`src/rtl/pc_sequencer.sv`:
```
module pc_sequencer #(
  parameter int PC_W        = 12,
  parameter int IMM_W       = 16,
  parameter int OFF_W       = 10,
  parameter int REM_W       = 14,
  parameter int STACK_DEPTH = 8,
  parameter int JT_DEPTH    = 128,
  parameter int T4_SLOT     = 127,
  parameter logic [PC_W-1:0] RESET_PC = '0,
  localparam int JT_AW = $clog2(JT_DEPTH)
) (
  input  logic              clk,
  input  logic              rst_n,
  input  logic              step_i,
  input  logic              rep_i,
  input  logic [2:0]        br_kind_i,
  input  logic [31:0]       src_i,
  input  logic [IMM_W-1:0]  imm_i,
  input  logic [OFF_W-1:0]  off_i,
  input  logic              call_i,
  input  logic [PC_W-1:0]   call_tgt_i,
  input  logic              ret_i,
  input  logic              win_i,
  input  logic [31:0]       hdr_i,
  input  logic              jt_we_i,
  input  logic [JT_AW-1:0]  jt_addr_i,
  input  logic [PC_W-1:0]   jt_data_i,
  output logic [PC_W-1:0]   pc_o,
  output logic [REM_W-1:0]  rem_o,
  output logic              exec_o,
  output logic              pend_o,
  output logic              r1_we_o,
  output logic [31:0]       r1_wdata_o,
  output logic              ovf_o,
  output logic              unf_o,
  output logic              win_err_o,
  output logic              bad_pkt_o
);
  localparam int SP_W = $clog2(STACK_DEPTH + 1);
  localparam int SA_W = (STACK_DEPTH > 1) ? $clog2(STACK_DEPTH) : 1;
  localparam logic [PC_W-1:0]  PC_ONE  = 1;
  localparam logic [PC_W-1:0]  PC_TWO  = 2;
  localparam logic [REM_W-1:0] REM_ONE = 1;
  localparam logic [SP_W-1:0]  SP_ONE  = 1;
  localparam logic [SP_W-1:0]  SP_FULL = SP_W'(STACK_DEPTH);

  logic [PC_W-1:0]  pc, pc_n, pend, pend_n;
  logic [REM_W-1:0] rem, rem_n;
  logic [SP_W-1:0]  sp, sp_n;
  logic             waitq, wait_n;
  logic [PC_W-1:0]  stk [STACK_DEPTH];
  logic [PC_W-1:0]  jt  [JT_DEPTH];
  logic [SA_W-1:0]  top_idx, push_idx;
  logic push, ovf_set, unf_set, werr_set, bad_set, r1_we;
  logic take, hold, ex, is_t4, is_t7;

  assign top_idx  = SA_W'(sp - SP_ONE);
  assign push_idx = SA_W'(sp);
  assign hold  = step_i && rep_i && (rem > REM_ONE);
  assign ex    = !(rep_i && rem == '0);
  assign is_t4 = hdr_i[31:28] == 4'h4;
  assign is_t7 = hdr_i[31:28] == 4'h7;

  always_comb begin
    unique case (br_kind_i)
      3'd1:    take = src_i != 32'(imm_i);
      3'd2:    take = src_i == 32'(imm_i);
      3'd3:    take = !src_i[imm_i[4:0]];
      3'd4:    take = src_i[imm_i[4:0]];
      default: take = 1'b0;
    endcase
  end

  always_comb begin
    pc_n = pc; pend_n = pend; wait_n = waitq; rem_n = rem; sp_n = sp;
    push = 1'b0; ovf_set = 1'b0; unf_set = 1'b0; werr_set = 1'b0;
    bad_set = 1'b0; r1_we = 1'b0;
    if (step_i) begin
      if (hold) begin
        rem_n = rem - REM_ONE;
      end else begin
        if (rep_i && rem != '0) rem_n = rem - REM_ONE;
        pc_n   = (pend != '0) ? pend : pc + PC_ONE;
        pend_n = '0;
        wait_n = 1'b0;
        if (ex) begin
          if (ret_i) begin
            if (sp == '0) unf_set = 1'b1;
            else begin
              pend_n = stk[top_idx];
              sp_n   = sp - SP_ONE;
            end
          end else if (call_i) begin
            pend_n = call_tgt_i;
            if (sp == SP_FULL) ovf_set = 1'b1;
            else begin
              push = 1'b1;
              sp_n = sp + SP_ONE;
            end
          end else if (take) begin
            pend_n = pc + PC_W'($signed(off_i));
          end
          if (win_i) begin
            if (pend != '0) werr_set = 1'b1;
            else wait_n = 1'b1;
          end
        end
        if (waitq) begin
          if (is_t4) begin
            pc_n  = jt[JT_AW'(T4_SLOT)];
            rem_n = REM_W'(hdr_i[6:0]);
            r1_we = 1'b1;
          end else if (is_t7) begin
            pc_n  = jt[hdr_i[16 +: JT_AW]];
            rem_n = REM_W'(hdr_i[13:0]);
          end else begin
            bad_set = 1'b1;
          end
        end
      end
    end
  end

  always_ff @(posedge clk or negedge rst_n) begin
    if (!rst_n) begin
      pc <= RESET_PC; pend <= '0; rem <= '0; sp <= '0; waitq <= 1'b0;
      ovf_o <= 1'b0; unf_o <= 1'b0; win_err_o <= 1'b0; bad_pkt_o <= 1'b0;
    end else begin
      pc <= pc_n; pend <= pend_n; rem <= rem_n; sp <= sp_n; waitq <= wait_n;
      ovf_o     <= ovf_o | ovf_set;
      unf_o     <= unf_o | unf_set;
      win_err_o <= win_err_o | werr_set;
      bad_pkt_o <= bad_pkt_o | bad_set;
    end
  end

  always_ff @(posedge clk) begin
    if (push) stk[push_idx] <= pc + PC_TWO;
    if (jt_we_i) jt[jt_addr_i] <= jt_data_i;
  end

  assign pc_o       = pc;
  assign rem_o      = rem;
  assign exec_o     = step_i && ex;
  assign pend_o     = pend != '0;
  assign r1_we_o    = r1_we;
  assign r1_wdata_o = {4'h0, hdr_i[27:0]};

  p_idle_r2: assert property (@(posedge clk) disable iff (!rst_n)
    !step_i |=> $stable(pc) && $stable(rem));
  p_pend_apply_r4: assert property (@(posedge clk) disable iff (!rst_n)
    step_i && !hold && !waitq && pend != '0 |=> pc == $past(pend));
  p_sp_bound_r6: assert property (@(posedge clk) disable iff (!rst_n)
    sp <= SP_FULL);
  p_no_overflow_r6: assert property (@(posedge clk) disable iff (!rst_n)
    step_i && !hold && ex && !ret_i && call_i && sp == SP_FULL |=> ovf_o && sp == SP_FULL);
  p_win_err_r7: assert property (@(posedge clk) disable iff (!rst_n)
    step_i && !hold && ex && win_i && pend != '0 |=> win_err_o && !waitq);
  p_hold_r11: assert property (@(posedge clk) disable iff (!rst_n)
    step_i && rep_i && rem > REM_ONE |=> pc == $past(pc) && rem == $past(rem) - REM_ONE);
endmodule

```
`config.mk`:
```
export PLATFORM = sky130hd
export DESIGN_NAME = pc_sequencer
export DESIGN_NICKNAME = d
export VERILOG_FILES = /design/src/rtl/pc_sequencer.sv
export SDC_FILE = /design/constraint.sdc
export NUM_CORES = 2
export LEC_CHECK = 0
export CAP_MARGIN = 20
export CORE_MARGIN = 5
export CORE_UTILIZATION = 30
export DETAILED_ROUTE_END_ITERATION = 16
export SETUP_SLACK_MARGIN = 0.3
export SLEW_MARGIN = 20
export SYNTH_ARGS = -nofsm -noshare
export SYNTH_HDL_FRONTEND = slang
export SYNTH_SLANG_ARGS = --single-unit
```
`constraint.sdc`:
```
create_clock -name clk -period 3.6 [get_ports clk]
set_input_delay 0.36 -clock clk [delete_from_list [all_inputs] [get_ports clk]]
set_output_delay 0.36 -clock clk [all_outputs]
set_load 0.01 [all_outputs]
```
==> results.toml <==
[run_status]
status = "finished, final reports clean"

[placed_design]
dp.cells = 6549
portBuffers = 178
place.gp.congestion = 0.9236
dp_hpwl_mm = 117.3

[cells_and_area]
multi_input_area_sq_um = 16120
syn_to_final_growth_pct = 19.76
nets = 3882
filler_cell_count = 20470
drive_above_1_share_pct = 28.62
ff_latch_area_sq_um = 50180
final_core_util_pct = 36.01
fin_cells = 6865

[clock_network]
path_clk_slew_ns = 0.06
clock_sinks = 1679
ctsHtreeMaxLevel = 4
root_buffer = "clkbuf_16"
clock_latency_ns = 0.81
cts_tree = "done"
cts_buffer_depth = 3
numCtsBuffers = 170

[setup_path]
r2r_cells = 8
reg2reg_from = "pc_o[1]"
critPathLaunchType = "register"
critPathMaxFanout = 13
critical_path_class = "reg -> out"
rrSetupSlack_ns = 0.46
critPathCaptureType = "primary output"
rr_endpoint = "pc_o[2]"
arrival_ns = 2.86
required_ns = 3.24

[logic_synthesis]
yosysMostFrequentCell = "edfxtp_1"
synthTopCellsByArea = "edfxtp_1, mux4_2, dfrtp_1"
ys_types = 80
netlist_instances = 3253
yosys_warnings = 0
synth.avg_cell_area_sq_um = 20.71
yosysSeqAreaShare_pct = 74.50
syn-cell-area_sq_um = 67360
async_reset_ff_share_pct = 2.799
synth_ff_type = "edfxtp_1"
synth_seq_cells = 1679
synth-edff-count = 1632
yosys.area.top_type_share_pct = 72.75
synth_common_cells = "edfxtp_1, mux4_2, nor2_1, nand2_1, clkbuf_1"
yosys.area.top_type = "edfxtp_1"

[routing]
vias = 35130
drt_iter0_drc = 4127
wire_per_inst_microns = 26.65
drtAntennaViolNets = 0
drt-vias-per-instance = 5.117
first_pass_iters = 8
routed_wl_mm = 183.0
drcViolationCount = 0

[floorplan]
dieWidth_microns = 483.9
core_area_sq_um = 224000
die_h_microns = 483.9
io_pins = 197
start_util_pct = 30.07
row_count = 174
dieArea_sq_um = 234100

[pwr]
ir_drop_uv = 524.7
power.density_nw_per_um2 = 555.9
p_leak_nw = 25.60

[global_route]
grt_pass1_vias = 35250
antenna_found_initial = 2
grt_usage_pct = 15.23
grt_pass1_wl_mm = 262.2
grt_max_degree = 129
grt.overflow.total = 0

[timing]
fin_tns_setup_ns = 0
timing.fmax_ghz = 0.3105
finalCritPeriodShare_pct = 89.45
post-route-min-period_ns = 3.220
skew_ns = 0.07429
hold_viol = 0
worst_slew_pin_slew_ns = 1.085
rsz0062_at_grt = "false"
drv_slew = 0
finalSetupViolCount = 0
relSlewSlack_pct = 27.69

[min_path]
min_from = "jt_data_i[8]"
hp-class = "in -> reg"
hold_depth = 2
hold_path_end = "jt[82][8]"

[job]
drv_cap = 0
==> worst max path at each step <==
| stage | startpoint | end | slack [ns] | depth (start not counted) |
|---|---|---|---|---|
| 4_1_cts | rem_o[0] | exec_o | 0.16 | 8 |
| 5_1_grt | pend[2] | pend_o | 0.32 | 4 |
| 3_3_place_gp | hdr_i[16] | pc_o[2] | 0.13 | 11 |
| 3_5_place_dp | hdr_i[16] | pc_o[2] | 0.13 | 10 |
| 2_1_floorplan | rem_o[0] | stk[0][0] | 0.33 | 9 |
| 6_report | pend[2] | pend_o | 0.38 | 4 |
==> final cells by class <==
type / count / area share (%)
Inverter: 18 / 0.08685
Timing Repair Buffer: 512 / 6.157
Clock buffer: 217 / 5.517
Multi-Input combinational cell: 1351 / 19.98
Sequential cell: 1679 / 62.20
Antenna cell: 2 / 0.006204
Clock inverter: 94 / 1.411
Tap cell: 2992 / 4.640
==> power by group <==
part	switching (W)	leakage (nW)	internal, W
sequential	0.000501	15.2	0.0218
combinational	0.00269	7.68	0.00214
clock	0.00766	2.68	0.0100
==> layer usage <==
| layer | part of all wire [%] | global-route usage [%] | vias to the layer above |
|---|---|---|---|
| met5 | 0.062 | 0.3470 | - |
| met4 | 2.5 | 3.999 | 2 |
| met3 | 8.4 | 3.858 | 270 |
| met2 | 48 | 24.67 | 1589 |
| met1 | 41 | 20.49 | 18730 |
| li1 | - | - | 14540 |
==> worst max-delay path: stages (launching register included) <==
cell and delay (ns):
dfrtp_1 0.46, nor4_1 0.37, and3_2 0.44, inv_1 0.24
clkdlybuf4s50_1 0.54
==> cell families (layout without fill, tap and decap cells) <==
group                      Yosys count  after routing  share of synthesized area [%]
xor gates and xnor gates            49             49                         0.6371
adders and majority gates           18             18                         0.3455
other                                1              6                       0.005567
and+or+nand+nor                    495            495                          3.351
muxes                              523            523                          16.74
buffers and inverters              226            841                          1.698
DFF                               1679           1679                          74.50
AOI/OAI and AO/OA                  262            262                          2.730
==> placed cells by master (no fill, tap or decap), types with 16 or more instances in the layout <==
master           count
clkbuf_1            45
nand4_1             18
edfxtp_1          1632
buf_12              57
clkinv_2            20
clkinv_1            32
bufinv_16           16
and2_1              17
xnor2_1             37
dfrtp_1             46
nand2_1            124
nor3_1              26
nand3_1             47
clkbuf_16          170
a21oi_1             62
o21ai_0             26
buf_4              288
ha_1                16
clkdlybuf4s50_1    157
mux2i_1             35
a22oi_1             33
mux4_2             482
nor2_1             188
==> repair_timing <==
action | in CTS | in global routing
hold buffers | 1 | 0
setup buffers | 2 | 0
gates resized for setup | 6 | 5
setup endpoints to repair | 3 | 98
pin swaps | 1 | 0
hold endpoints to repair | 33 | 0
==> registers in the layout, summed over array words and instances, names as in the netlist <==
register   flops
jt          1536
stk           96
rem_o         14
pc_o          12
pend          12
sp             4
bad_pkt_o      1
ovf_o          1
unf_o          1
waitq          1
win_err_o      1
==> stage by stage <==
step,total power (W),setup slack [ns],hold slack [ns],area (sq um)
after global placement,0.02750,0.1254,0.4603,75020
after floorplan,0.02526,0.3262,0.06441,67380
after CTS,0.04513,0.1594,0.07591,80650
after detailed placement,0.02756,0.1332,0.4639,75020
after global routing,0.04633,0.3181,0.05254,80670
final,0.04485,0.3798,0.05815,80680
(Power assumes the default switching activity.)
